===== src/rtl/fowler_pkg.sv =====
package fowler_pkg;
  typedef enum logic [1:0] {
    FM_IDLE = 2'd0,
    FM_PED  = 2'd1,
    FM_SIG  = 2'd2,
    FM_RAW  = 2'd3
  } frame_mode_e;

  typedef struct packed {
    frame_mode_e mode;
    logic        first;
    logic        last;
  } frame_ctl_t;
endpackage


===== src/rtl/fowler_frame_seq.sv =====
module fowler_frame_seq
  import fowler_pkg::*;
#(
  parameter int MAX_LOG_N = 3,
  parameter int LOGN_W    = 2,
  localparam int CNT_W    = MAX_LOG_N + 2
) (
  input  logic              clk_i,
  input  logic              rst_ni,
  input  logic              beat_i,
  input  logic              sof_i,
  input  logic              tag_sig_i,
  input  logic              raw_i,
  input  logic [LOGN_W-1:0] log_n_i,
  output frame_ctl_t        ctl_o,
  output logic [LOGN_W-1:0] log_o,
  output logic              ped_full_o,
  output logic              err_o
);
  frame_ctl_t        ctl_q, dec;
  logic [CNT_W-1:0]  ped_q, sig_q, ped_d, sig_d, n_q;
  logic [LOGN_W-1:0] log_q, log_d;
  logic              set_err, start;

  assign start      = beat_i & sof_i;
  assign n_q        = CNT_W'(1) << log_q;
  assign ped_full_o = (ped_q == n_q);

  always_comb begin
    dec     = '{mode: FM_IDLE, first: 1'b0, last: 1'b0};
    ped_d   = ped_q;
    sig_d   = sig_q;
    log_d   = log_q;
    set_err = 1'b0;
    if (raw_i) begin
      dec.mode = tag_sig_i ? FM_RAW : FM_IDLE;
      ped_d    = '0;
      sig_d    = '0;
    end else if (!tag_sig_i) begin
      dec.mode = FM_PED;
      if (sig_q != '0 || ped_q == '0 || ped_q >= n_q) begin
        // new sequence: first pedestal overwrites the sums
        set_err   = (sig_q != '0);
        dec.first = 1'b1;
        log_d     = log_n_i;
        ped_d     = CNT_W'(1);
        sig_d     = '0;
      end else begin
        ped_d = ped_q + CNT_W'(1);
      end
    end else if (!ped_full_o) begin
      set_err = 1'b1;
    end else begin
      dec.mode  = FM_SIG;
      dec.first = (sig_q == '0);
      dec.last  = (sig_q == n_q - CNT_W'(1));
      if (dec.last) begin
        ped_d = '0;
        sig_d = '0;
      end else begin
        sig_d = sig_q + CNT_W'(1);
      end
    end
  end

  assign ctl_o = start ? dec : ctl_q;
  assign log_o = start ? log_d : log_q;
  assign err_o = set_err & start;

  always_ff @(posedge clk_i or negedge rst_ni) begin
    if (!rst_ni) begin
      ctl_q <= '{mode: FM_IDLE, first: 1'b0, last: 1'b0};
      ped_q <= '0;
      sig_q <= '0;
      log_q <= '0;
    end else if (start) begin
      ctl_q <= dec;
      ped_q <= ped_d;
      sig_q <= sig_d;
      log_q <= log_d;
    end
  end
endmodule


===== src/rtl/fowler_pix_count.sv =====
module fowler_pix_count #(
  parameter int ROWS = 4,
  parameter int COLS = 4,
  localparam int FRAME_BEATS = (ROWS + 1) * COLS,
  localparam int CNT_W  = $clog2(FRAME_BEATS + 1),
  localparam int ADDR_W = $clog2(ROWS * COLS)
) (
  input  logic              clk_i,
  input  logic              rst_ni,
  input  logic              beat_i,
  input  logic              sof_i,
  output logic              is_data_o,
  output logic [ADDR_W-1:0] addr_o
);
  logic [CNT_W-1:0] cnt_q, cur;

  assign cur       = sof_i ? '0 : cnt_q;
  assign is_data_o = beat_i && (cur >= CNT_W'(COLS)) && (cur < CNT_W'(FRAME_BEATS));
  assign addr_o    = ADDR_W'(cur - CNT_W'(COLS));

  always_ff @(posedge clk_i or negedge rst_ni) begin
    if (!rst_ni)     cnt_q <= CNT_W'(FRAME_BEATS);  // nothing counts before a start of frame
    else if (beat_i) cnt_q <= (cur == CNT_W'(FRAME_BEATS)) ? cur : cur + CNT_W'(1);
  end
endmodule


===== src/rtl/fowler_acc_mem.sv =====
module fowler_acc_mem #(
  parameter int DEPTH   = 16,
  parameter int DATA_W  = 12,
  parameter int ACC_W   = 15,
  parameter bit OUT_SUM = 1'b0,
  localparam int ADDR_W = $clog2(DEPTH)
) (
  input  logic              clk_i,
  input  logic              we_i,
  input  logic              first_i,
  input  logic [ADDR_W-1:0] addr_i,
  input  logic [DATA_W-1:0] data_i,
  output logic [ACC_W-1:0]  q_o
);
  logic [ACC_W-1:0] mem [DEPTH];
  logic [ACC_W-1:0] stored, sum;

  assign stored = mem[addr_i];
  assign sum    = first_i ? ACC_W'(data_i) : stored + ACC_W'(data_i);

  generate
    if (OUT_SUM) begin : g_sum
      assign q_o = sum;
    end else begin : g_stored
      assign q_o = stored;
    end
  endgenerate

  always_ff @(posedge clk_i) begin
    if (we_i) mem[addr_i] <= sum;
  end
endmodule


===== src/rtl/fowler_differencer.sv =====
module fowler_differencer
  import fowler_pkg::*;
#(
  parameter int DATA_W    = 12,
  parameter int ROWS      = 4,
  parameter int COLS      = 4,
  parameter int MAX_LOG_N = 3,
  localparam int LOGN_W   = (MAX_LOG_N > 0) ? $clog2(MAX_LOG_N + 1) : 1
) (
  input  logic              clk_i,
  input  logic              rst_ni,
  input  logic [LOGN_W-1:0] cfg_log_n_i,
  input  logic              cfg_raw_i,
  input  logic              in_valid_i,
  input  logic              in_sof_i,
  input  logic              in_signal_i,
  input  logic [DATA_W-1:0] in_data_i,
  output logic              out_valid_o,
  output logic [DATA_W:0]   out_data_o,
  output logic              seq_err_o
);
  localparam int DEPTH  = ROWS * COLS;
  localparam int ADDR_W = $clog2(DEPTH);
  localparam int ACC_W  = DATA_W + MAX_LOG_N;

  frame_ctl_t        frm_ctl;
  logic [LOGN_W-1:0] cur_log;
  logic              ped_full, err_set, pix_is_data;
  logic [ADDR_W-1:0] pix_addr;
  logic [ACC_W-1:0]  ped_stored, sig_sum;
  logic [DATA_W-1:0] ped_avg, sig_avg;
  logic [DATA_W:0]   diff;
  logic              emit, err_q, out_valid_q;
  logic [DATA_W:0]   out_data_q;

  fowler_frame_seq #(.MAX_LOG_N(MAX_LOG_N), .LOGN_W(LOGN_W)) u_seq (
    .clk_i, .rst_ni,
    .beat_i(in_valid_i), .sof_i(in_sof_i), .tag_sig_i(in_signal_i),
    .raw_i(cfg_raw_i), .log_n_i(cfg_log_n_i),
    .ctl_o(frm_ctl), .log_o(cur_log), .ped_full_o(ped_full), .err_o(err_set)
  );

  fowler_pix_count #(.ROWS(ROWS), .COLS(COLS)) u_pix (
    .clk_i, .rst_ni,
    .beat_i(in_valid_i), .sof_i(in_sof_i),
    .is_data_o(pix_is_data), .addr_o(pix_addr)
  );

  fowler_acc_mem #(.DEPTH(DEPTH), .DATA_W(DATA_W), .ACC_W(ACC_W), .OUT_SUM(1'b0)) u_ped (
    .clk_i, .we_i(pix_is_data && frm_ctl.mode == FM_PED), .first_i(frm_ctl.first),
    .addr_i(pix_addr), .data_i(in_data_i), .q_o(ped_stored)
  );

  fowler_acc_mem #(.DEPTH(DEPTH), .DATA_W(DATA_W), .ACC_W(ACC_W), .OUT_SUM(1'b1)) u_sig (
    .clk_i, .we_i(pix_is_data && frm_ctl.mode == FM_SIG), .first_i(frm_ctl.first),
    .addr_i(pix_addr), .data_i(in_data_i), .q_o(sig_sum)
  );

  // averages fit DATA_W since each sum is at most N full-scale samples
  assign ped_avg = DATA_W'(ped_stored >> cur_log);
  assign sig_avg = DATA_W'(sig_sum >> cur_log);
  assign diff    = {1'b0, sig_avg} - {1'b0, ped_avg};
  assign emit    = pix_is_data &&
                   ((frm_ctl.mode == FM_SIG && frm_ctl.last) || frm_ctl.mode == FM_RAW);

  always_ff @(posedge clk_i or negedge rst_ni) begin
    if (!rst_ni) begin
      out_valid_q <= 1'b0;
      out_data_q  <= '0;
      err_q       <= 1'b0;
    end else begin
      out_valid_q <= emit;
      if (emit) out_data_q <= (frm_ctl.mode == FM_RAW) ? {1'b0, in_data_i} : diff;
      if (err_set) err_q <= 1'b1;
    end
  end

  assign out_valid_o = out_valid_q;
  assign out_data_o  = out_data_q;
  assign seq_err_o   = err_q;
endmodule


===== config.mk =====
export PLATFORM = sky130hd
export DESIGN_NAME = fowler_differencer
export DESIGN_NICKNAME = d
export VERILOG_FILES = /design/src/rtl/fowler_pkg.sv /design/src/rtl/fowler_frame_seq.sv /design/src/rtl/fowler_pix_count.sv /design/src/rtl/fowler_acc_mem.sv /design/src/rtl/fowler_differencer.sv
export SDC_FILE = /design/constraint.sdc
export NUM_CORES = 1
export LEC_CHECK = 0
export ABC_AREA = 1
export BUFFER_PORTS_ARGS = -buffer_cell sky130_fd_sc_hd__buf_4
export CAP_MARGIN = 20
export CORE_MARGIN = 2
export CORE_UTILIZATION = 60
export CTS_CLUSTER_SIZE = 8
export DETAILED_ROUTE_END_ITERATION = 12
export GPL_ROUTABILITY_DRIVEN = 0
export PLACE_DENSITY = 0.76
export RECOVER_POWER = 100
export SYNTH_ARGS = -nofsm -noshare
export SYNTH_HDL_FRONTEND = slang
export SYNTH_HIERARCHICAL = 1
export SYNTH_SLANG_ARGS = --single-unit

===== constraint.sdc =====
create_clock -name clk_i -period 7.7 [get_ports clk_i]
set_input_delay 1.155 -clock clk_i [delete_from_list [all_inputs] [get_ports clk_i]]
set_output_delay 1.155 -clock clk_i [all_outputs]
set_load 0.03 [all_outputs]

# After elaboration in Yosys (flattened, before gate mapping)

Memory sizes are Yosys's and may differ from the RTL's.
Cells that the tools add are included.
Widths: inputs -> output; s select.

RAM bits: 480
Logic and storage cells: 86
Memories: 2
Input bits: 20
Bits in registers: 36
Output and inout port bits: 15

Memory list:

| name      | words | width | rd ports | clocked after Yosys merged registers in | write ports | line                 | source |
|---|---|---|---|---|---|---|---|
| u_ped.mem | 16    | 15    | 1        | 0                                       | 1           | fowler_acc_mem.sv:15 | `logic [ACC_W-1:0] mem [DEPTH];` |
| u_sig.mem | 16    | 15    | 1        | 0                                       | 1           | fowler_acc_mem.sv:15 |  |

Reductions and logical operators: 15
Add/sub/neg operators: 8
Magnitude comparators: 3
Mux-type cells: 35
Bitwise gates (word level): 2
Shift operators: 3
Equality and inequality tests: 8

Operator list:

| cell                | number |
|---|---|
| $mux 5              | 12 |
| $add 15x12->15      | 2 |
| $mux 15             | 2 |
| $shr 15x2->12       | 2 |
| $add 5x1->5 const B | 3 |
| $mux 2              | 7 |
| $mux 13             | 1 |
| $sub 12x12->13      | 1 |
| $eq 5x5->1          | 2 |
| $logic_not 5->1     | 2 |
| $mux 1              | 10 |
| $mux 4              | 2 |
| $logic_and 1x1->1   | 6 |
| $ne 3x2->1 const B  | 2 |
| $reduce_and 3->1    | 2 |
| $eq 5x5->1 const B  | 1 |
| $ge 5x3->1 const B  | 1 |
| $ge 5x5->1          | 1 |
| $lt 5x5->1 const B  | 1 |
| $reduce_bool 5->1   | 1 |
| $shl 1x2->5 const A | 1 |
| $sub 5x1->5 const B | 1 |
| $eq 2x2->1 const B  | 2 |
| $sub 4x3->4 const B | 1 |
| other kinds (5)     | 8 |

# Depth between registers and ports, before layout

Depth after elaboration: 11
Mapped depth: 37
Gate-level depth less buffers: 34

# Cells and area by module

The synthesis kept the hierarchy.

Modules (own cells, without submodules):

| module                 | area each (µm²) | cells an instance | instances | sequential area each (µm²) |
|---|---|---|---|---|
| fowler_acc_mem (u_ped) | 9908.3          | 777               | 1         | 7206.9 |
| fowler_acc_mem (u_sig) | 9883.2          | 781               | 1         | 7206.9 |
| fowler_differencer     | 1906.8          | 320               | 1         | 375.4 |
| fowler_frame_seq       | 1258.7          | 170               | 1         | 400.4 |
| fowler_pix_count       | 397.9           | 58                | 1         | 127.6 |

# Least setup slack after synthesis

Ideal clock, no wire load.

Path type: input-to-reg
Start point: input port in_sof_i
End point: register out_data_q[11] (netlist: out_data_o[11])
Arrival: 5579 ps
Data required time: 7583 ps
Cell stages on the path: 32
Slack: 2004 ps
Setup time: 117 ps
Path buffers: 1
Path through: inv_2 nand2_1 inv_1 ha_1 inv_1 nor2_1 clkbuf_1 nand2_1 nand4_1 ha_1 nand3_1 nand3_1 inv_1 nor2_1 nor2_1 xor2_1 o21ai_0 inv_1 nand2_1 o21ai_0 mux2i_1 ha_1 nand2_1 inv_2 nand2_1 nand2_2 nand2_1 nand3_1 nand2_1 nand3_1 nand2_1 nand2_1

Word-level cells in the longest chain between the ends: 8
Elaborated cells on any way between the ends: 22
Classes of those cells: add/sub: 3; order compare: 2; eq/ne: 2; shift: 2; mux: 5; bitwise: 1; reduce/logical: 5; memory: 2

RTL lines:

| item                 | line                     | source |
|---|---|---|
| from (decl)          | fowler_differencer.sv:15 | `input logic in_sof_i,` |
| $mux 5               | fowler_pix_count.sv:17   | `assign cur = sof_i ? '0 : cnt_q;` |
| $sub 4x3->4          | fowler_pix_count.sv:19   | `assign addr_o = ADDR_W'(cur - CNT_W'(COLS));` |
| via pix_addr[2]      | fowler_differencer.sv:29 | `logic [ADDR_W-1:0] pix_addr;` |
| $mem_v2 16x15        | -                        |  |
| $add 15x12->15       | fowler_acc_mem.sv:19     | `assign sum = first_i ? ACC_W'(data_i) : stored + ACC_W'(data_i);` |
| $mux 15              | fowler_acc_mem.sv:19     |  |
| via sig_sum[5]       | fowler_differencer.sv:30 | `logic [ACC_W-1:0] ped_stored, sig_sum;` |
| $shr 15x2->12        | fowler_differencer.sv:61 | `assign sig_avg = DATA_W'(sig_sum >> cur_log);` |
| $sub 12x12->13       | fowler_differencer.sv:62 | `assign diff = {1'b0, sig_avg} - {1'b0, ped_avg};` |
| $mux 13              | fowler_differencer.sv:73 | `if (emit) out_data_q <= (frm_ctl.mode == FM_RAW) ? {1'b0, in_data_i} : diff;` |
| to (signal assigned) | fowler_differencer.sv:73 |  |
| to (decl)            | fowler_differencer.sv:34 | `logic [DATA_W:0] out_data_q;` |

The timed path passes the listed nets, and every way through them passes these cells.
A chain may end at the register's enable or synchronous reset.

# Worst setup path in the final report

Start point: input port in_sof_i
End point: memory u_ped.mem[9][14], data pin

Word-level cells in the longest chain between the ends: 5
Elaborated cells on any way between the ends: 7
Classes of those cells: add/sub: 2; mux: 3; bitwise: 1; memory: 1

RTL lines:

| item              | line                     | source |
|---|---|---|
| $mux 5            | fowler_pix_count.sv:17   |  |
| $sub 4x3->4       | fowler_pix_count.sv:19   |  |
| via pix_addr[0]   | fowler_differencer.sv:29 |  |
| $mem_v2 16x15     | -                        |  |
| via ped_stored[3] | fowler_differencer.sv:30 |  |
| $add 15x12->15    | fowler_acc_mem.sv:19     |  |
| $mux 15           | fowler_acc_mem.sv:19     |  |
| via u_ped.sum[14] | fowler_acc_mem.sv:16     | `logic [ACC_W-1:0] stored, sum;` |
| to (decl)         | fowler_acc_mem.sv:15     |  |

The timed path passes the listed nets, and every way through them passes these cells.

==> impl_metrics.toml <==
[status]
status = "finished, violations left"
violations = "max-capacitance violations, max-slew violations"

[sta]
finalSetupViolCount = 0
hold_viol_final = 0
rsz0062_at_grt = "no"
period_share = 0.879
worst_slack_ps = 933
drv_slew = 76
maxSlewHeadroom = -0.528
finClkSkew_ps = 35.4
max_freq_mhz = 148
worst_pin_slew_ps = 2290
period_needed_ps = 6770
finalSetupTns_ps = 0

[global_route]
grt_pass1_wl_um = 92400
antenna_found_initial = 0
grtUsageTotal = 0.298
grt_max_degree = 54
grt_overflow = 0
grt_pass1_vias = 16511

[die]
ios = 35
start_util = 0.606
die_area_sq_mm = 0.0405
die_w_um = 201
core_area_sq_mm = 0.0386
rows = 72
die_h_um = 201

[yosys]
synth_seq_cells = 516
synth_compound_area_frac = 0.0939
synth_cell_types = 42
syn_avg_cell_area_sq_um = 11.1
synth-seq-area-share = 0.656
synth_fa_ha_area_frac = 0.0294
ys_warn_count = 6
syn_nets = 2179
syn-cell-area_sq_mm = 0.0234
netlist_instances = 2106
synthXorXnorAreaFrac = 0.00450
synth_top_family_by_area = "simple AND/OR/NAND/NOR gates"
yosys.area_share.simple = 0.175
synthMuxAreaShare = 0.00386

[worst_hold_path]
min_from = "seq_err_o"
hold_path_class = "flop to flop"
holdPathStages = 1

[clock_tree]
clk_pin_slew_ps = 50
cts_tree = "done"
cts_setup_buffers = 0
clkSinkCount = 516
cts_buffers = 74
cts_resized = 0
clockBufferDepth = 3
cts_root_buffer = "clkbuf_16"
clock_latency_ps = 600
cts_max_level = 3
hold_buffers = 0

[worst_setup_path]
cp.required_ps = 7930
r2r-start = "u_seq/log_q[0]"
critPathKind = "input port to flop"
rrSetupSlack_ps = 1450
crit_end = "u_ped/mem[9][14]"
endpoint_kind = "flop"
reg2reg_depth = 27
timing.rr.end = "out_data_o[9]"
worstPathMaxFanout = 31
crit_arrival_ps = 7000
critPathLaunch = "in_sof_i"
crit_path_start_kind = "input port"

[drt]
post_drt_wl_per_cell_um = 21.7
drt-initial-drc-count = 2055
drtPass1Iterations = 6
route.vias.total = 17005
postRouteAntennaNets = 0
drc = 0
routed_wl_um = 59800
avgViaCountPerCell = 6.17

[placed_design]
dp_cells = 2647
place_ws_ps = 1030
hpwl_um = 36800
port_buffers = 34

[layout]
utilization = 0.679
synthToLayoutAreaGrowth_pct = 12.1
multi_input_area_sq_mm = 0.00716
nFillCells = 2800
fin_cells = 2754
seq_area_sq_mm = 0.0153
drive_gt1_frac = 0.0725
antenna_cells = 0
nNetsFinal = 2280

[pwr]
p_per_area_mw_per_mm2 = 335
ir_drop_mv = 0.217
p_leak_uw = 0.0101
finalPower_uw = 8780

[job]
maxCapViolations = 2
[logic make-up (layout without fill, tap and decap cells)]
logic type	Yosys count	after routing
compound gates	332	332
xor+xnor	12	12
fa+ha+maj	53	53
buf+inv	203	333
flops	516	516
mux	9	9
simple gates	981	981
[worst max-delay path: stages]
cell	delay (ps)
clkbuf_1	190
inv_1	170
nand2_1	140
clkinv_1	380
buf_4	440
inv_2	260
nor2_4	680
clkbuf_1	900
a22oi_1	170
nand2_1	140
nand2_1	80
nand4_1	220
ha_1	330
a21oi_1	220
nand2_1	130
nand3_1	90
nand4_1	240
nand3_1	160
nand2_1	70
nor2_1	770
[sequential cells by signal (all words and copies together), names as in the netlist]
name,flops
u_seq/log_q,2
u_sig/mem,240
u_seq/ped_q,5
u_seq/ctl_q,4
out_data_o,13
out_valid_o,1
u_pix/cnt_q,5
seq_err_o,1
u_seq/sig_q,5
u_ped/mem,240
[worst min path at each step]
| stage | to |
|---|---|
| global placement | seq_err_o |
| floorplan | u_pix/cnt_q[4] |
| global route | seq_err_o |
| CTS | seq_err_o |
| detailed placement | seq_err_o |
| finish | seq_err_o |
[final cells by class]
class                           count  area share
Sequential cell                   516       0.585
Multi-Input combinational cell   1387       0.273
Timing Repair Buffer              106      0.0219
Tap cell                          518      0.0248
Clock inverter                      6     0.00296
Clock buffer                       99      0.0743
Inverter                          122      0.0175
[routing by layer]
| layer | track usage | vias to the layer above | share of wire |
|---|---|---|---|
| li1 | - | 7641 | - |
| met1 | 0.412 | 8130 | 0.39 |
| met2 | 0.466 | 1040 | 0.47 |
| met3 | 0.0528 | 194 | 0.10 |
| met4 | 0.138 | 0 | 0.039 |
| met5 | 0 | - | 0 |
[metrics by stage]
step / cell area, sq um / hold slack, ps
CTS: 26500 / 480
global route: 26200 / 504
floorplan: 23400 / 454
detailed placement: 24400 / 457
global placement: 24400 / 464
finish: 26200 / 471
[layout by cell type (no fill, tap or decap), types with 4 or more instances in the layout]
master	count
nor2_2	6
clkinv_1	5
a21oi_1	49
clkbuf_16	74
inv_2	9
o21ai_1	4
nand2_1	702
nor2_4	7
a22oi_1	193
xnor2_1	4
or2_2	7
edfxtp_1	480
xor2_1	8
o21ai_0	68
nand2_4	4
buf_4	34
nand3b_1	4
mux2i_1	9
ha_1	50
nand4_1	43
clkbuf_1	94
inv_1	108
nand3_1	81
dfrtp_1	34
nor2_1	120
[Yosys cell counts]
library cell / instances / area [sq um]
nor2_8: 1 / 20.0
o22ai_1: 1 / 6.26
edfxtp_1: 480 / 14400
nand4_1: 43 / 269
dfstp_2: 2 / 52.6
o21a_1: 1 / 7.51
o21ai_1: 11 / 55.1
a21oi_2: 2 / 17.5
buf_6: 6 / 67.6
nor2_4: 3 / 33.8
a211o_1: 3 / 26.3
xnor2_1: 4 / 35.0
nor2_2: 8 / 50.1
fa_1: 3 / 60.1
clkinv_1: 3 / 11.3
nand3_1: 77 / 385
inv_1: 105 / 394
a22oi_1: 193 / 1450
ha_1: 50 / 626
a21oi_1: 49 / 245
o21ai_0: 62 / 310
o21bai_1: 3 / 22.5
nor2_1: 122 / 458
or2_2: 7 / 43.8
mux2i_1: 9 / 90.1
buf_1: 3 / 11.3
buf_4: 7 / 52.6
nand2_1: 698 / 2620
nand3_2: 5 / 50.1
a21boi_0: 3 / 22.5
o211ai_1: 3 / 22.5
inv_2: 13 / 48.8
clkinv_2: 1 / 5.00
nand3_4: 2 / 35.0
nand3b_1: 4 / 30.0
dfrtp_1: 34 / 851
nand2_2: 6 / 37.5
buf_2: 33 / 165
nand2_4: 5 / 56.3
clkbuf_1: 32 / 120
xor2_1: 8 / 70.1
a21o_1: 1 / 7.51
[power by group]
group / internal, uW / switching, uW / leakage (uW)
Combinational: 734 / 1740 / 0.00432
Sequential: 3410 / 35.3 / 0.00479
Clock: 1740 / 1110 / 0.000979
Total: 5890 / 2890 / 0.0101
(Power assumes the default switching activity.)
